==> config.mk <==
export PLATFORM = sky130hd
export DESIGN_NAME = sprite_line_select
export DESIGN_NICKNAME = d
export VERILOG_FILES = /design/src/rtl/sprite_line_select.sv
export SDC_FILE = /design/constraint.sdc
export NUM_CORES = 1
export LEC_CHECK = 0
export ABC_AREA = 1
export BUFFER_PORTS_ARGS = -buffer_cell sky130_fd_sc_hd__buf_2
export CORE_MARGIN = 8
export CORE_UTILIZATION = 57
export DETAILED_ROUTE_END_ITERATION = 16
export PLACE_DENSITY = 0.85
export SLEW_MARGIN = 0
export SYNTH_ARGS = -nofsm -noshare
export SYNTH_HDL_FRONTEND = slang
export SYNTH_SLANG_ARGS = --single-unit
==> constraint.sdc <==
create_clock -name clk -period 5.2 [get_ports clk]
set_input_delay 0.52 -clock clk [delete_from_list [all_inputs] [get_ports clk]]
set_output_delay 0.52 -clock clk [all_outputs]
set_load 0.02 [all_outputs]
==> src/rtl/sprite_line_select.sv <==
module sprite_line_select #(
  parameter int MAX_SPR    = 16,
  parameter int ENTRIES    = 128,
  parameter int BANK_W     = 1,
  parameter int PAL_W      = 2,
  parameter int CODE_W     = 8,
  parameter logic [7:0] BANK_MASK = 8'h40,
  parameter int BANK_SHIFT = 1
) (
  input  logic                            clk,
  input  logic                            rst,
  input  logic                            start,
  input  logic [7:0]                      line,
  input  logic                            flip,
  input  logic [BANK_W-1:0]               spr_bank,
  input  logic [PAL_W-1:0]                pal_bank,
  output logic                            ram_en,
  output logic [BANK_W+$clog2(ENTRIES)-1:0] ram_addr,
  input  logic [31:0]                     ram_rdata,
  output logic                            spr_valid,
  output logic [$clog2(MAX_SPR)-1:0]      spr_slot,
  output logic [CODE_W-1:0]               spr_code,
  output logic [PAL_W+3:0]                spr_colour,
  output logic                            spr_flipx,
  output logic                            spr_flipy,
  output logic [7:0]                      spr_x,
  output logic [3:0]                      spr_row,
  output logic                            done
);
  localparam int IDX_W  = $clog2(ENTRIES) + 1;
  localparam int CNT_W  = $clog2(MAX_SPR + 1);
  localparam int SLOT_W = $clog2(MAX_SPR);

  logic [7:0]        line_q;
  logic              flip_q;
  logic [BANK_W-1:0] bank_q;
  logic [PAL_W-1:0]  pal_q;
  logic              busy, req_valid;
  logic [IDX_W-1:0]  idx;
  logic [CNT_W-1:0]  cnt;

  logic [7:0] ypos, b1, b2, b3;
  assign ypos = ram_rdata[7:0];
  assign b1   = ram_rdata[15:8];
  assign b2   = ram_rdata[23:16];
  assign b3   = ram_rdata[31:24];

  logic [7:0] vsum, xbase, xpos;
  logic [15:0] code_full;
  logic full, issue, hit;

  assign vsum  = flip_q ? (ypos + 8'hF8 + ~line_q) : (ypos + 8'hFA + line_q);
  assign xbase = b3 + 8'hF8;
  assign xpos  = flip_q ? (~xbase - 8'd15) : xbase;
  assign code_full = {9'd0, b1[6:0]} + ({8'd0, b2 & BANK_MASK} << BANK_SHIFT);

  assign full  = (cnt == CNT_W'(MAX_SPR));
  assign issue = busy && !idx[IDX_W-1] && !full;
  assign hit   = req_valid && !full && (vsum[7:4] == 4'hF);

  assign ram_en   = issue;
  assign ram_addr = {bank_q, idx[IDX_W-2:0]};

  always_ff @(posedge clk) begin
    if (rst) begin
      busy <= 1'b0; req_valid <= 1'b0; done <= 1'b0;
      idx <= '0; cnt <= '0; spr_valid <= 1'b0;
      line_q <= '0; flip_q <= 1'b0; bank_q <= '0; pal_q <= '0;
    end else if (start) begin
      busy <= 1'b1; req_valid <= 1'b0; done <= 1'b0;
      idx <= '0; cnt <= '0; spr_valid <= 1'b0;
      line_q <= line; flip_q <= flip; bank_q <= spr_bank; pal_q <= pal_bank;
    end else begin
      req_valid <= issue;
      if (issue) idx <= idx + 1'b1;
      spr_valid <= hit;
      if (hit) cnt <= cnt + 1'b1;
      if (busy && !issue && !req_valid) begin
        busy <= 1'b0;
        done <= 1'b1;
      end
    end
  end

  always_ff @(posedge clk) begin
    if (hit) begin
      spr_slot   <= cnt[SLOT_W-1:0];
      spr_code   <= code_full[CODE_W-1:0];
      spr_colour <= {pal_q, b2[3:0]};
      spr_flipx  <= b2[7] ^ flip_q;
      spr_flipy  <= b1[7];
      spr_x      <= xpos;
      spr_row    <= vsum[3:0];
    end
  end


  cnt_limit_chk: assert property (@(posedge clk) disable iff (rst)
    cnt <= CNT_W'(MAX_SPR));

  done_hold_chk: assert property (@(posedge clk) disable iff (rst)
    done && !start |=> done);

  start_clear_chk: assert property (@(posedge clk) disable iff (rst)
    start |=> !done && !spr_valid);

  idle_quiet_chk: assert property (@(posedge clk) disable iff (rst)
    done |-> !ram_en && !spr_valid);

  full_no_read_chk: assert property (@(posedge clk) disable iff (rst)
    full |-> !ram_en);
endmodule

==> results.md, run 1 <==
* Area after DPL at 3870 um^2
* Crit-path slowest cell: fa_1
* Syn Nets at 478
* Cts repair resizes at 0
* Register share of total power at 0.454
* Initial Util at 0.585
* Clk network pwr share at 0.361
* Ys async rst share at 0
* Adder-cell share of the synthesized area at 0.129
* Layout cells sized above 1 at 0.258
* Internal at 828 uW
* Initial antenna violation count at 0
* Fin Setup TNS at 0 ns
* Leading area contributor after synthesis: edfxtp_1
* Max-Cap Viols at 0
* Req. time, crit path at 5.20 ns
* Switching power at 334 uW
* Syn Inst Count at 397
* Top post-synthesis cells by area: edfxtp_1 28%, dfxtp_1 17%, ha_1 12%, nand2_1 8.8%, inv_1 8.1%
* Routed WL per cell at 12.8 um
* Area Overhead vs Synth at 18.9%
* Post-Synth Simple-Gate Area at 0.215
* Vert. Die Dim at 93.5 um
* Maximum single-stage delay on the critical path at 0.42 ns
* Status: finished clean
* RSZ-0062 raised after global routing: false
* DR DRC count at 0
* Vias per cell at 4.86
* Core area at 5850 um^2
* Detail Route Antenna Nets at 0
* Startpoint class of the critical path: flop
* Total grt overflow at 0
* Final cell utilization of the core at 0.696
* Final setup vio count at 0
* Dominant delay contributor by cell family on the critical path: adder cells
* Maximum vdd drop at 0.000215 V
* Min-delay worst type: input port to flop
* Die width at 93.5 um
* Crit-path cells: inv_1 > ha_1 > inv_1 > ha_1 > fa_1 > nand2_2 > nand2_2 > nand3_2 > nand3_2 > nor2_2 > nand3_2 > nand2_4 > nand2_4 > inv_1 > buf_4
* Worst EP arrival at 2.97 ns
* DR iter-0 viols at 143
* Largest net degree at the start of global routing at 31
* CTS sink cnt at 61
* Hold Fails Final Rpt at 0
* CTS max path bufs at 2
* Most common cell after layout, fill and taps aside: buf_2
* Vias in the first global route at 2,658
* Total power at 1160 uW
* Compound-Gate Fraction of Synth Area at 0.0618
* Sw Share at 0.287
* Final Max Tran Viols at 0
* Tmin final at 2.97 ns
* Synth warn at 0
* IO Pins at 90
* First-pass GRT wire length at 11,700 um
* Antenna Cells at 0
* Avg Cell Area, Syn at 8.62 um^2
* Seq/Total Area, Yosys at 0.450
* CTS tree: built
* Die area at 8740 um^2
* Most frequent cells in the layout: 87 x buf_2, 80 x nand2_1, 74 x inv_1
* Drt pass-1 iters at 4
* DP HPWL at 5730 um
* Relative slew slack at 0.481
* Clk_skew at 0.00940 ns
* Nets at 564
* Static leakage at 0.00207 uW
* Fmax at 336 MHz
* # port buffers at 87
* WP buf/inv at 4
* Post-synthesis cell type count at 31
* Post-Layout Inst Area at 4070 um^2
* FF+latch count, synth at 61
* Main flop type after synthesis: edfxtp_1
* CTS Buf Count at 9
* Combinational power share at 0.186
* Max H-tree Level at 3
* Slew @ Worst Pin at 0.776 ns
* Vias at 2,737
* Critical Path End Type: flop
* Global Route Usage Sum at 0.169
* XOR/XNOR share of the synthesized area at 0.0333
* Routed WL at 7190 um
* Hold_buf cts at 0
* Root buf cell: clkbuf_8
* Crit share post-route at 0.572
* Setup repair bufs after CTS at 0
* Critical path class: flop to flop
* Post-synthesis cell area at 3420 um^2
* Critical path fanouts, max at 30
* Number of synthesized flops with an enable pin at 32
* Top cell type's share of synthesized area at 0.281
* Post-synthesis mux area share at 0
* # rows at 28
* GPL Wtd Cong at 0.904
* Clock Pin Slew Worst Setup and Hold Paths at 0.07 ns
* Total power per unit cell area at 285 nW/um^2
* Largest family of logic cells by synthesized area: simple AND/OR/NAND/NOR gates
* Later-pin clock latency in the skew report at 0.34 ns
[routing by layer]
| layer | wire length (um) | vias to the layer above | GRT usage | share of wire |
|---|---|---|---|---|
| li1 | - | 1419 | - | - |
| met1 | 3240 | 1206 | 0.209 | 0.45 |
| met2 | 3130 | 103 | 0.260 | 0.43 |
| met3 | 737 | 9 | 0.0529 | 0.10 |
| met4 | 95 | 0 | 0.0819 | 0.013 |
| met5 | 0 | - | 0 | 0 |
[path summary, 6_finish.rpt]
kind | startpoint | to | slack [ns] | cells after the start
worst max-delay path | line_q[1]$_SDFFE_PP0P_ | spr_code[3]$_DFFE_PP_ | 2.23 | 15
worst min-delay path | ram_rdata[22] | spr_code[7]$_DFFE_PP_ | 0.35 | 1
worst max register to register | line_q[1]$_SDFFE_PP0P_ | spr_code[3]$_DFFE_PP_ | 2.23 | 15
worst min register to register | pal_q[0]$_SDFFE_PP0P_ | spr_colour[4]$_DFFE_PP_ | 0.44 | 0
[flip-flops by register name (all words and copies together), names as in the netlist, 2 cells and up]
signal and flops:
line_q 8, idx 8, spr_row 4, spr_code 8, pal_q 2, spr_slot 4
cnt 5, spr_x 8, spr_colour 6
[final cells by class]
cell class	instances	area (um^2)
inverter	77	289
multi-input combinational	246	1500
timing repair buffer	88	443
tap	75	93.8
clock inverter	7	76.3
fill	462	1780
clock buffer	9	124
sequential	61	1540
[per-stage QoR]
step / cells / hold slack, ns / worst slack (ns)
after floorplan: 397 / 0.403 / 2.08
after global placement: 547 / 0.409 / 2.05
after detailed placement: 547 / 0.415 / 1.97
after CTS: 563 / 0.337 / 2.22
after global routing: 563 / 0.333 / 1.99
final: 563 / 0.350 / 2.23
[worst register-to-register path: stages, from the launching register on]
cell and delay (ns):
dfxtp_1 0.31, inv_1 0.08, ha_1 0.29, inv_1 0.06, ha_1 0.25, fa_1 0.42
nand2_2 0.10, nand2_2 0.08, nand3_2 0.08, nand3_2 0.08, nor2_2 0.09, nand3_2 0.10
nand2_4 0.11, nand2_4 0.08, inv_1 0.13, buf_4 0.37
[power groups by stage]
| stage | combinational [uW] | sequential (uW) | clock, uW |
|---|---|---|---|
| floorplan | 160 | 538 | 0 |
| global placement | 203 | 537 | 0 |
| detailed placement | 214 | 538 | 0 |
| CTS | 216 | 527 | 428 |
| global route | 250 | 528 | 447 |
| finish | 216 | 527 | 419 |
[logic make-up after synthesis]
| family | after synthesis |
|---|---|
| simple gates | 157 |
| buf+inv | 90 |
| flops | 61 |
| compound gates | 42 |
| fa+ha+maj | 34 |
| xor+xnor | 13 |
[cells in the mapped netlist, types with 2 or more instances]
| cell type | instances |
|---|---|
| a21oi_1 | 21 |
| buf_4 | 8 |
| clkbuf_1 | 3 |
| dfxtp_1 | 29 |
| edfxtp_1 | 32 |
| fa_1 | 2 |
| ha_1 | 32 |
| inv_1 | 74 |
| inv_2 | 3 |
| nand2_1 | 80 |
| nand2_2 | 5 |
| nand2_4 | 2 |
| nand3_1 | 19 |
| nand3_2 | 5 |
| nand4_1 | 5 |
| nor2_1 | 30 |
| nor2_2 | 4 |
| o21ai_0 | 19 |
| xnor2_1 | 3 |
| xor2_1 | 10 |
Note: power is estimated with default switching activity, not from simulation.
==> run 2, diff against run 1 <==
- CORE_UTILIZATION: 57 -> 53
- PLACE_DENSITY: 0.85 -> 0.8
- clock period: 5.2 -> 3 ns (I/O delays scaled with it)
==> results.md, run 2 (synthesis gave the netlist of run 1 again) <==
* RSZ-0062 raised after global routing: false
* CTS sink cnt at 61
* Number of filler cells placed in the layout at 529
* Area Overhead vs Synth at 20.2%
* Tmin final at 2.81 ns
* Min-delay worst type: input port to flop
* DR iter-0 viols at 113
* Critical Path End Type: flop
* Final cell utilization of the core at 0.651
* Vert. Die Dim at 96.4 um
* Layout cells sized above 1 at 0.262
* Initial Util at 0.542
* Die width at 96.4 um
* Status: finished clean
* Static leakage at 0.00207 uW
* Relative slew slack at 0.511
* IO Pins at 90
* CTS Buf Count at 9
* Area after DPL at 3880 um^2
* Total power per unit cell area at 489 nW/um^2
* Initial antenna violation count at 0
* Later-pin clock latency in the skew report at 0.33 ns
* Root buf cell: clkbuf_8
* Critical path class: flop to flop
* Critical path fanouts, max at 15
* First-pass GRT wire length at 11,600 um
* Hold_buf cts at 0
* Max-Cap Viols at 0
* Fmax at 356 MHz
* Worst Hold Path EP: spr_code[6]$_DFFE_PP_
* Clock Pin Slew Worst Setup and Hold Paths at 0.07 ns
* DR DRC count at 0
* Req. time, crit path at 3.09 ns
* Vias at 2,764
* Total grt overflow at 0
* # rows at 29
* Core area at 6310 um^2
* Startpoint class of the critical path: flop
* Vias per cell at 4.88
* Final setup vio count at 0
* Worst EP arrival at 2.90 ns
* Antenna Cells at 0
* Detail Route Antenna Nets at 0
* CTS max path bufs at 2
* Drt pass-1 iters at 4
* WHS at 0.140 ns
* Routed WL at 7260 um
* Global Route Usage Sum at 0.159
* Fin Setup TNS at 0 ns
* Final Max Tran Viols at 0
* Routed WL per cell at 12.8 um
* Crit share post-route at 0.937
* Die area at 9280 um^2
* GPL Wtd Cong at 0.840
* Nets at 565
* Clk_skew at 0.00721 ns
* Vias in the first global route at 2,732
* R2r startpoint: line_q[1]$_SDFFE_PP0P_
* HP Start: ram_rdata[14]
* Hold Fails Final Rpt at 0
* DP HPWL at 5770 um
* R2r setup slk at 0.19 ns
* Max H-tree Level at 3
* Most common cell after layout, fill and taps aside: buf_2
* Slew @ Worst Pin at 0.731 ns
* Post-Layout Inst Area at 4110 um^2
* Hold Path Stages at 1
* # port buffers at 87
* Terminus of the critical flop-to-flop path: spr_x[4]$_DFFE_PP_
* FF-to-FF path depth at 16
* Maximum vdd drop at 0.000364 V
* CTS tree: built
* Most frequent cells in the layout: 87 x buf_2, 80 x nand2_1, 73 x inv_1
* Largest net degree at the start of global routing at 31
[run 2: cell count changes in the layout (fill, tap and decap cells not counted), sizes merged]
cell / before / now
clkbuf: 9 / 10
clkinvlp: 2 / 4
clkinv: 4 / 2
[run 2: report_power, final]
part	leakage, uW	internal [uW]	switching (uW)
sequential	0.000522	900	12.4
clock	0.0000918	386	336
combinational	0.00146	149	226
[run 2: worst max-delay path by stage]
stage / start / endpoint / slack, ns / cells after the start
after global placement: ram_rdata[1] / spr_row[3]$_DFFE_PP_ / 0.23 / 16
final: line_q[1]$_SDFFE_PP0P_ / spr_x[4]$_DFFE_PP_ / 0.19 / 16
after detailed placement: ram_rdata[1] / spr_row[2]$_DFFE_PP_ / 0.13 / 16
after CTS: line_q[1]$_SDFFE_PP0P_ / spr_x[3]$_DFFE_PP_ / 0.16 / 15
after global routing: line_q[1]$_SDFFE_PP0P_ / spr_x[4]$_DFFE_PP_ / 0.03 / 16
after floorplan: line_q[1]$_SDFFE_PP0P_ / spr_code[0]$_DFFE_PP_ / 0.08 / 14
[run 2: metrics by stage]
stage / std cells / worst slack, ns / power, uW
after floorplan: 397 / 0.0798 / 1210
after global placement: 549 / 0.229 / 1280
after detailed placement: 549 / 0.127 / 1300
after CTS: 565 / 0.160 / 2030
after global routing: 566 / 0.0314 / 2120
final: 566 / 0.190 / 2010
[run 2: layer usage]
layer  global-route usage  up-vias  share of wire
li1                     -     1424              -
met1                0.187     1242           0.44
met2                0.269       92           0.46
met3               0.0476        6          0.092
met4               0.0580        0         0.0079
met5                    0        -              0
[run 2: critical path, cell delays in order, from the launching register on]
cell,delay (ns)
dfxtp_1,0.31
inv_1,0.08
ha_1,0.29
inv_1,0.06
ha_1,0.24
fa_1,0.40
nand2_2,0.09
nand2_2,0.07
nand3b_1,0.13
nand2_1,0.07
nand2_1,0.07
nand2_1,0.06
nand3_2,0.09
nand2_4,0.07
nand2_4,0.11
clkinvlp_4,0.19
clkbuf_16,0.23
[run 2: layout make-up]
cell class	instances	area (um^2)	area share
Clock buffer	9	124	0.0301
Clock inverter	7	75.1	0.0183
Inverter	77	293	0.0712
Multi-Input combinational cell	246	1500	0.365
Sequential cell	61	1540	0.375
Tap cell	77	96.3	0.0234
Timing Repair Buffer	89	480	0.117
[run 2: what timing repair did]
item	CTS	global route
setup endpoints to repair	0	30
buffers inserted	0	0
gates resized for setup	0	1
==> run 3, diff against run 2 <==
- CTS_BUF_LIST: default -> sky130_fd_sc_hd__clkbuf_16
==> results.md, run 3 (synthesis gave the netlist of run 1 again) <==
* Clock Pin Slew Worst Setup and Hold Paths at 0.05 ns
* Req. time, crit path at 3.02 ns
* Min-delay worst type: input port to flop
* Tmin final at 2.80 ns
* Fin Setup TNS at 0 ns
* Hold_buf cts at 0
* Die area at 9280 um^2
* DP HPWL at 5770 um
* GPL Wtd Cong at 0.840
* Largest net degree at the start of global routing at 31
* Drt pass-1 iters at 4
* Startpoint class of the critical path: flop
* R2r startpoint: line_q[1]$_SDFFE_PP0P_
* WHS at 0.152 ns
* Max H-tree Level at 3
* Critical Path End Type: flop
* Routed WL at 7310 um
* Maximum vdd drop at 0.000401 V
* Static leakage at 0.00211 uW
* Total grt overflow at 0
* CTS tree: built
* First-pass GRT wire length at 11,800 um
* Total power per unit cell area at 550 nW/um^2
* Routed WL per cell at 12.9 um
* Vias at 2,768
* Layout cells sized above 1 at 0.260
* Initial antenna violation count at 0
* Most frequent cells in the layout: 87 x buf_2, 80 x nand2_1, 73 x inv_1
* Initial Util at 0.542
* Final Max Tran Viols at 0
* Dpl ws at 0.127 ns
* Most common cell after layout, fill and taps aside: buf_2
* # rows at 29
* CTS max path bufs at 2
* CTS sink cnt at 61
* PnR worst setup slack at 0.196 ns
* Crit share post-route at 0.935
* Vias per cell at 4.90
* Critical path fanouts, max at 30
* Max-Cap Viols at 0
* Crit. Startpoint: line_q[1]$_SDFFE_PP0P_
* # port buffers at 87
* DR DRC count at 0
* Total power at 2310 uW
* Nets at 564
* Fmax at 357 MHz
* Antenna Cells at 0
* RSZ-0062 raised after global routing: false
* Fin cells at 565
* IO Pins at 90
* Core area at 6310 um^2
* Die width at 96.4 um
* Vias in the first global route at 2,731
* Vert. Die Dim at 96.4 um
* Final setup vio count at 0
* Critical path class: flop to flop
* Detail Route Antenna Nets at 0
* Worst EP arrival at 2.82 ns
* HP Start: ram_rdata[14]
* DR iter-0 viols at 85
* CTS Buf Count at 9
* Global Route Usage Sum at 0.162
* Cells after DPL at 549
* Hold Path Stages at 1
* Clk_skew at 0.00524 ns
* Later-pin clock latency in the skew report at 0.32 ns
* FF-to-FF path depth at 15
* Slew @ Worst Pin at 0.704 ns
* Status: finished clean
* Relative slew slack at 0.529
* Root buf cell: clkbuf_16
* Area Overhead vs Synth at 22.4%
* Hold Fails Final Rpt at 0
[run 3: cell count changes in the layout (fill, tap and decap cells not counted), sizes merged]
cell / change
clkbuf: -1
[run 3: where the power goes]
group	internal [uW]	switching, uW	leakage, uW
registers	902	12.6	0.000522
logic	148	227	0.00145
clock network	644	371	0.000138
[run 3: final timing paths]
kind,to,slack (ns)
setup / recovery,spr_x[3]$_DFFE_PP_,0.20
hold / removal,spr_code[6]$_DFFE_PP_,0.15
setup reg to reg,spr_x[3]$_DFFE_PP_,0.20
hold reg to reg,spr_colour[5]$_DFFE_PP_,0.43
[run 3: cell type report]
class,count,area [um^2]
clock buffer,9,225
clock inverter,7,75.1
fill,517,2120
inverter,77,293
multi-input combinational,246,1500
sequential,61,1540
tap,77,96.3
timing repair buffer,88,455
[run 3: layer usage]
layer / track usage / up-vias / share of wire
met4: 0.0580 / 0 / 0.0078
met2: 0.275 / 89 / 0.47
li1: - / 1423 / -
met5: 0 / - / 0
met3: 0.0499 / 8 / 0.091
met1: 0.189 / 1248 / 0.44
[run 3: per-stage QoR]
stage	util	area, um^2
after global placement	0.615	3880
after floorplan	-	3420
after detailed placement	0.615	3880
after global routing	0.663	4190
after CTS	0.663	4190
final	0.663	4190
[run 3: critical path: stages (launching register included)]
cell and delay [ns]:
dfxtp_1 0.30, inv_1 0.08, ha_1 0.29, inv_1 0.06, ha_1 0.24, fa_1 0.40
nand2_2 0.09, nand2_2 0.07, nand3b_1 0.13, nand3_1 0.10, nand2_1 0.09, nand3_2 0.09
nand2_4 0.10, nand2_4 0.09, clkinvlp_4 0.14, buf_12 0.20
[run 3: timing repair]
| action | in CTS | in global routing |
|---|---|---|
| hold endpoints to repair | 0 | 0 |
| buffers inserted | 0 | 0 |
| gates resized for setup | 0 | 1 |
| setup endpoints to repair | 0 | 30 |
